**src/rtl/serial_mode_pkg.sv**
```systemverilog
package serial_mode_pkg;
  localparam int unsigned MODE_W = 2;

  typedef enum logic [MODE_W-1:0] {
    MODE_RUN    = 2'd0,
    MODE_FREEZE = 2'd1,
    MODE_STOP   = 2'd2,
    MODE_DIS    = 2'd3
  } mode_e;
endpackage

```
**src/rtl/serial_mode_qual.sv**
```systemverilog
module serial_mode_qual (
  input  logic frame_bnd_i,
  input  logic eng_idle_i,
  input  logic dbg_halt_i,
  input  logic frz_en_i,
  input  logic dbg_act_i,
  output logic at_bnd_o,
  output logic frz_req_o
);
  // idle engine: boundary already reached
  assign at_bnd_o  = frame_bnd_i | eng_idle_i;
  assign frz_req_o = dbg_halt_i & frz_en_i & dbg_act_i;
endmodule

```
**src/rtl/serial_mode_fsm.sv**
```systemverilog
module serial_mode_fsm
  import serial_mode_pkg::*;
(
  input  logic  clk_i,
  input  logic  rst_ni,
  input  logic  mod_dis_i,
  input  logic  stop_req_i,
  input  logic  frz_req_i,
  input  logic  at_bnd_i,
  output mode_e mode_o
);
  mode_e st_q, st_d;

  always_comb begin
    st_d = st_q;
    unique case (st_q)
      MODE_RUN: begin
        if (mod_dis_i)                  st_d = MODE_DIS;
        else if (stop_req_i && at_bnd_i) st_d = MODE_STOP;
        else if (frz_req_i && at_bnd_i)  st_d = MODE_FREEZE;
      end
      MODE_FREEZE: begin
        // already halted at a boundary
        if (mod_dis_i)       st_d = MODE_DIS;
        else if (stop_req_i) st_d = MODE_STOP;
        else if (!frz_req_i) st_d = MODE_RUN;
      end
      MODE_STOP: begin
        if (!stop_req_i) st_d = MODE_RUN;
      end
      MODE_DIS: begin
        if (!mod_dis_i) st_d = MODE_RUN;
      end
      default: st_d = MODE_RUN;
    endcase
  end

  always_ff @(posedge clk_i or negedge rst_ni) begin
    if (!rst_ni) st_q <= MODE_RUN;
    else         st_q <= st_d;
  end

  assign mode_o = st_q;

  p_dis_entry_r2: assert property (@(posedge clk_i) disable iff (!rst_ni)
    (mod_dis_i && st_q != MODE_STOP) |=> st_q == MODE_DIS);
  p_dis_exit_r2: assert property (@(posedge clk_i) disable iff (!rst_ni)
    (st_q == MODE_DIS && !mod_dis_i) |=> st_q == MODE_RUN);
  p_stop_waits_r3: assert property (@(posedge clk_i) disable iff (!rst_ni)
    (st_q == MODE_RUN && !at_bnd_i) |=> st_q != MODE_STOP && st_q != MODE_FREEZE);
  p_stop_enter_r4: assert property (@(posedge clk_i) disable iff (!rst_ni)
    (st_q == MODE_RUN && stop_req_i && at_bnd_i && !mod_dis_i) |=> st_q == MODE_STOP);
  p_stop_exit_r6: assert property (@(posedge clk_i) disable iff (!rst_ni)
    (st_q == MODE_STOP && !stop_req_i) |=> st_q == MODE_RUN);
  p_frz_release_r10: assert property (@(posedge clk_i) disable iff (!rst_ni)
    (st_q == MODE_FREEZE && !frz_req_i && !mod_dis_i && !stop_req_i) |=> st_q == MODE_RUN);
  p_frz_prio_r11: assert property (@(posedge clk_i) disable iff (!rst_ni)
    (st_q == MODE_FREEZE && mod_dis_i) |=> st_q == MODE_DIS);
endmodule

```
**src/rtl/serial_mode_out.sv**
```systemverilog
module serial_mode_out
  import serial_mode_pkg::*;
(
  input  logic  clk_i,
  input  logic  rst_ni,
  input  mode_e mode_i,
  input  logic  stop_req_i,
  output logic  run_en_o,
  output logic  clk_en_o,
  output logic  stop_ack_o,
  output logic  acc_block_o
);
  assign run_en_o    = (mode_i == MODE_RUN);
  assign clk_en_o    = (mode_i == MODE_RUN) || (mode_i == MODE_FREEZE);
  assign stop_ack_o  = (mode_i == MODE_STOP);
  // gate accesses from the request itself, not from the acknowledge
  assign acc_block_o = stop_req_i || (mode_i == MODE_STOP);

  p_ack_clk_off_r4: assert property (@(posedge clk_i) disable iff (!rst_ni)
    stop_ack_o |-> !clk_en_o && !run_en_o);
  p_ack_blocked_r5: assert property (@(posedge clk_i) disable iff (!rst_ni)
    $rose(stop_ack_o) |-> $past(acc_block_o));
  p_one_active_r7: assert property (@(posedge clk_i) disable iff (!rst_ni)
    $onehot0({run_en_o, stop_ack_o}));
endmodule

```
**src/rtl/serial_mode_ctrl.sv**
```systemverilog
module serial_mode_ctrl
  import serial_mode_pkg::*;
(
  input  logic              clk_i,
  input  logic              rst_ni,
  input  logic              mod_dis_i,
  input  logic              stop_req_i,
  input  logic              dbg_halt_i,
  input  logic              frz_en_i,
  input  logic              dbg_act_i,
  input  logic              frame_bnd_i,
  input  logic              eng_idle_i,
  output logic              run_en_o,
  output logic              clk_en_o,
  output logic              stop_ack_o,
  output logic              acc_block_o,
  output logic [MODE_W-1:0] mode_o
);
  logic  at_bnd, frz_req;
  mode_e mode;

  serial_mode_qual u_qual (
    .frame_bnd_i (frame_bnd_i),
    .eng_idle_i  (eng_idle_i),
    .dbg_halt_i  (dbg_halt_i),
    .frz_en_i    (frz_en_i),
    .dbg_act_i   (dbg_act_i),
    .at_bnd_o    (at_bnd),
    .frz_req_o   (frz_req)
  );

  serial_mode_fsm u_fsm (
    .clk_i      (clk_i),
    .rst_ni     (rst_ni),
    .mod_dis_i  (mod_dis_i),
    .stop_req_i (stop_req_i),
    .frz_req_i  (frz_req),
    .at_bnd_i   (at_bnd),
    .mode_o     (mode)
  );

  serial_mode_out u_out (
    .clk_i       (clk_i),
    .rst_ni      (rst_ni),
    .mode_i      (mode),
    .stop_req_i  (stop_req_i),
    .run_en_o    (run_en_o),
    .clk_en_o    (clk_en_o),
    .stop_ack_o  (stop_ack_o),
    .acc_block_o (acc_block_o)
  );

  assign mode_o = mode;

  p_dbg_gate_r8: assert property (@(posedge clk_i) disable iff (!rst_ni)
    (mode_o == 2'd0 && !mod_dis_i && !stop_req_i && !(frz_en_i && dbg_act_i)) |=> mode_o == 2'd0);
  p_idle_bnd_r9: assert property (@(posedge clk_i) disable iff (!rst_ni)
    (mode_o == 2'd0 && !mod_dis_i && stop_req_i && eng_idle_i) |=> stop_ack_o);
endmodule

```
**config.mk**
```make
export PLATFORM = sky130hd
export DESIGN_NAME = serial_mode_ctrl
export DESIGN_NICKNAME = d
export VERILOG_FILES = /design/src/rtl/serial_mode_pkg.sv /design/src/rtl/serial_mode_qual.sv /design/src/rtl/serial_mode_fsm.sv /design/src/rtl/serial_mode_out.sv /design/src/rtl/serial_mode_ctrl.sv
export SDC_FILE = /design/constraint.sdc
export NUM_CORES = 1
export LEC_CHECK = 0
export BUFFER_PORTS_ARGS = -buffer_cell sky130_fd_sc_hd__buf_2
export CELL_PAD_IN_SITES_DETAIL_PLACEMENT = 0
export CELL_PAD_IN_SITES_GLOBAL_PLACEMENT = 1
export CORE_AREA = 2 2 39 41
export DETAILED_ROUTE_END_ITERATION = 8
export DIE_AREA = 0 0 41 43
export PLACE_DENSITY = 0.44
export RECOVER_POWER = 100
export SYNTH_ARGS = -nofsm -noshare
export SYNTH_HDL_FRONTEND = slang
export SYNTH_SLANG_ARGS = --single-unit
export TNS_END_PERCENT = 20
```
**constraint.sdc**
```tcl
create_clock -name clk_i -period 1.2 [get_ports clk_i]
set_input_delay 0.06 -clock clk_i [delete_from_list [all_inputs] [get_ports clk_i]]
set_output_delay 0.06 -clock clk_i [all_outputs]
set_load 0.03 [all_outputs]
```
==> results.md <==
- Peak supply drop: 0.4382 mV
- CTS tree: done
- Dpl cells: 49
- RSZ-0062 raised after global routing: true
- Final net count: 50
- Least-Margin Pin Slew: 0.1771 ns
- Mapped Nets: 26
- CP Data Arrival Time: 1.13 ns
- Mapped Cells: 17
- Largest net degree at the start of global routing: 6
- Initial Utilization: 9.042%
- Tcrit/Tclk final: 99.42%
- Post-synthesis sequential area ratio: 40.00%
- Via density: 3.618
- Ant diodes: 0
- Worst skew pair latency: 0.22 ns
- WL per Instance: 9.200 um
- Post-Syn Area: 125.1 um2
- Total GRT Usage: 6.325%
- Initial antenna violation count: 0
- Non-filler instance count after layout: 55
- # setup viols final: 0
- 1st-iter DRT viols: 0
- WL final: 506 um
- Post-layout util: 21.88%
- Root Buffer: clkbuf_4
- GP Congestion: 0.5639
- Worst slack, placed: -0.006552 ns
- Post-synth EDFFs: 0
- # rows: 14
- Asr flop ratio synth: 100.0%
- GRT met1 Usage: 5.466%
- Layout area overhead: 142.0%
- Routed Antenna Nets: 0
- Die Footprint: 1763 um2
- Remaining DRCs: 0
- Setup CP Type: reg2out
- First-pass GRT wire length: 683 um
- # fillers: 163
- Num CTS Buffers: 3
- Synth cell types: 11
- Fin. max-slew vios: 0
- Vias: 199
- Synthesized flop and latch total: 2
- GR Overflow Total: 0
- Vias in the first global route: 191
- Synth area leader: dfrtp_1
- Dpl hpwl: 416 um
- Worst Skew: 0.0005481 ns
- Most frequent cell after synthesis: nor2_1
- Setup WS post-layout: 0.006990 ns
- Clock sinks: 2
- Leakage power: 0.1567 nW
- Die width: 41 um
- Height of the die: 43 um
- Drt first pass iters: 1
- Fin. Hold Viols: 0
- Synth Flop Type: dfrtp_1
- Minimum clock period after layout: 1.193 ns
- GR Util met3: 4.712%
- Io pins: 15
- CORE AREA: 1384 um2
- Ranking of synthesized cells by area: dfrtp_1 (40%), nor2_1 (9.0%), a21oi_1 (8.0%)
- Yosys top cell area share: 40.00%
- Post-synth top cells: nor2_1 (3), a21oi_1 (2), dfrtp_1 (2), inv_1 (2), nand2_1 (2)
- Max reg flops: 2
- Mean Syn Cell Area: 7.360 um2
- Cell Pwr Density: 1406 nW/um2
- Yosys Warn Count: 0
- CTS clk-pin slew, worst paths: 0.03 ns
- M2 GR Usage: 9.688%
- H-tree Lvls: 1
- Outcome: complete, no violations
- Crit Path Max Fanout: 3
- Total power: 0.0004256 W
- F_max: 838.2 MHz
- Worst hold path type: in2reg
- Max Cap Viol: 0
- CP Capture Type: output pin
- Maximum buffer depth of the clock tree: 2
- I/O Buffers: 14
- Critical Path RT: 1.14 ns
- Max-slew headroom: 88.07%
- CP Launch Type: register
- Busiest grt layer: met2
- Fraction of layout cells with a size suffix above 1: 58.97%
layout by cell type, fill, tap and decap left out:
| cell type | instances |
|---|---|
| nand2b_1 | 1 |
| nor3_1 | 1 |
| clkbuf_1 | 1 |
| a21oi_1 | 2 |
| dlygate4sd3_1 | 1 |
| inv_1 | 2 |
| or4_1 | 1 |
| buf_4 | 4 |
| nor2_1 | 3 |
| nand2_1 | 2 |
| buf_2 | 7 |
| o21ai_0 | 1 |
| clkbuf_2 | 2 |
| clkbuf_4 | 4 |
| buf_6 | 3 |
| dfrtp_2 | 2 |
| or2b_4 | 1 |
| nand4_1 | 1 |
cell families after synthesis:
group / count (synthesis) / share of synthesized area, %
buffers and inverters: 2 / 6.002
DFF: 2 / 40.00
AOI/OAI and AO/OA: 3 / 12.00
and+or+nand+nor: 10 / 42.01
critical path: stages, from the launching register on:
cell	delay [ns]
dfrtp_2	0.35
buf_6	0.09
or2b_4	0.26
nand2b_1	0.08
buf_6	0.13
cell type report:
type / count / area (um2) / share of cell area (%)
flip-flops and latches: 2 / 52.55 / 17.36
repair buffers: 19 / 130.1 / 42.98
multi-input cells: 13 / 70.07 / 23.14
well taps: 16 / 20.02 / 6.612
inverters: 2 / 7.507 / 2.479
clock buffers: 3 / 22.52 / 7.438
worst paths after layout:
kind | start | endpoint | slack [ns] | cells after the start
worst max register to register | u_fsm.mode_o[1] | u_fsm.mode_o[1] | 0.04 | 3
min in group asynchronous | rst_ni | u_fsm.mode_o[1] | 0.16 | 2
worst max-delay path | u_fsm.mode_o[1] | acc_block_o | 0.007 | 4
worst min-delay path | mod_dis_i | u_fsm.mode_o[1] | 0.1 | 3
worst min register to register | u_fsm.mode_o[1] | u_fsm.mode_o[1] | 0.62 | 3
max in group asynchronous | rst_ni | u_fsm.mode_o[0] | 0.89 | 2
report_power, final:
part / internal, W / switching [W] / leakage (nW)
clock: 0.000110 / 0.0000364 / 0.0138
sequential: 0.0000781 / 0.00000607 / 0.0217
combinational: 0.0000887 / 0.000106 / 0.121
total: 0.000277 / 0.000149 / 0.157
what timing repair did:
item                                   CTS  global route
endpoints found under the hold margin    2             0
buffers inserted                         2             0
hold buffers                             1             0
setup endpoints to repair                3             5
resized for setup                        6             3
pin swaps                                2             0
stage by stage:
stage          cell area (um2)  hold WS [ns]  setup TNS [ns]
2_1_floorplan            127.6       -0.2356        -0.08912
3_3_place_gp             232.7       -0.1509               0
3_5_place_dp             232.7       -0.1489       -0.006552
4_1_cts                  297.8        0.1006       -0.009480
5_1_grt                  302.8        0.1088        -0.06368
6_report                 302.8       0.09910               0
layer usage:
metal / up-vias / wire length, um / share of wire (%)
met5: - / 0 / 0
met1: 83 / 190 / 38
met4: 0 / 0 / 0
met3: 0 / 91 / 18
li1: 101 / - / -
met2: 15 / 224 / 44
Note: power is estimated with default switching activity, not from simulation.
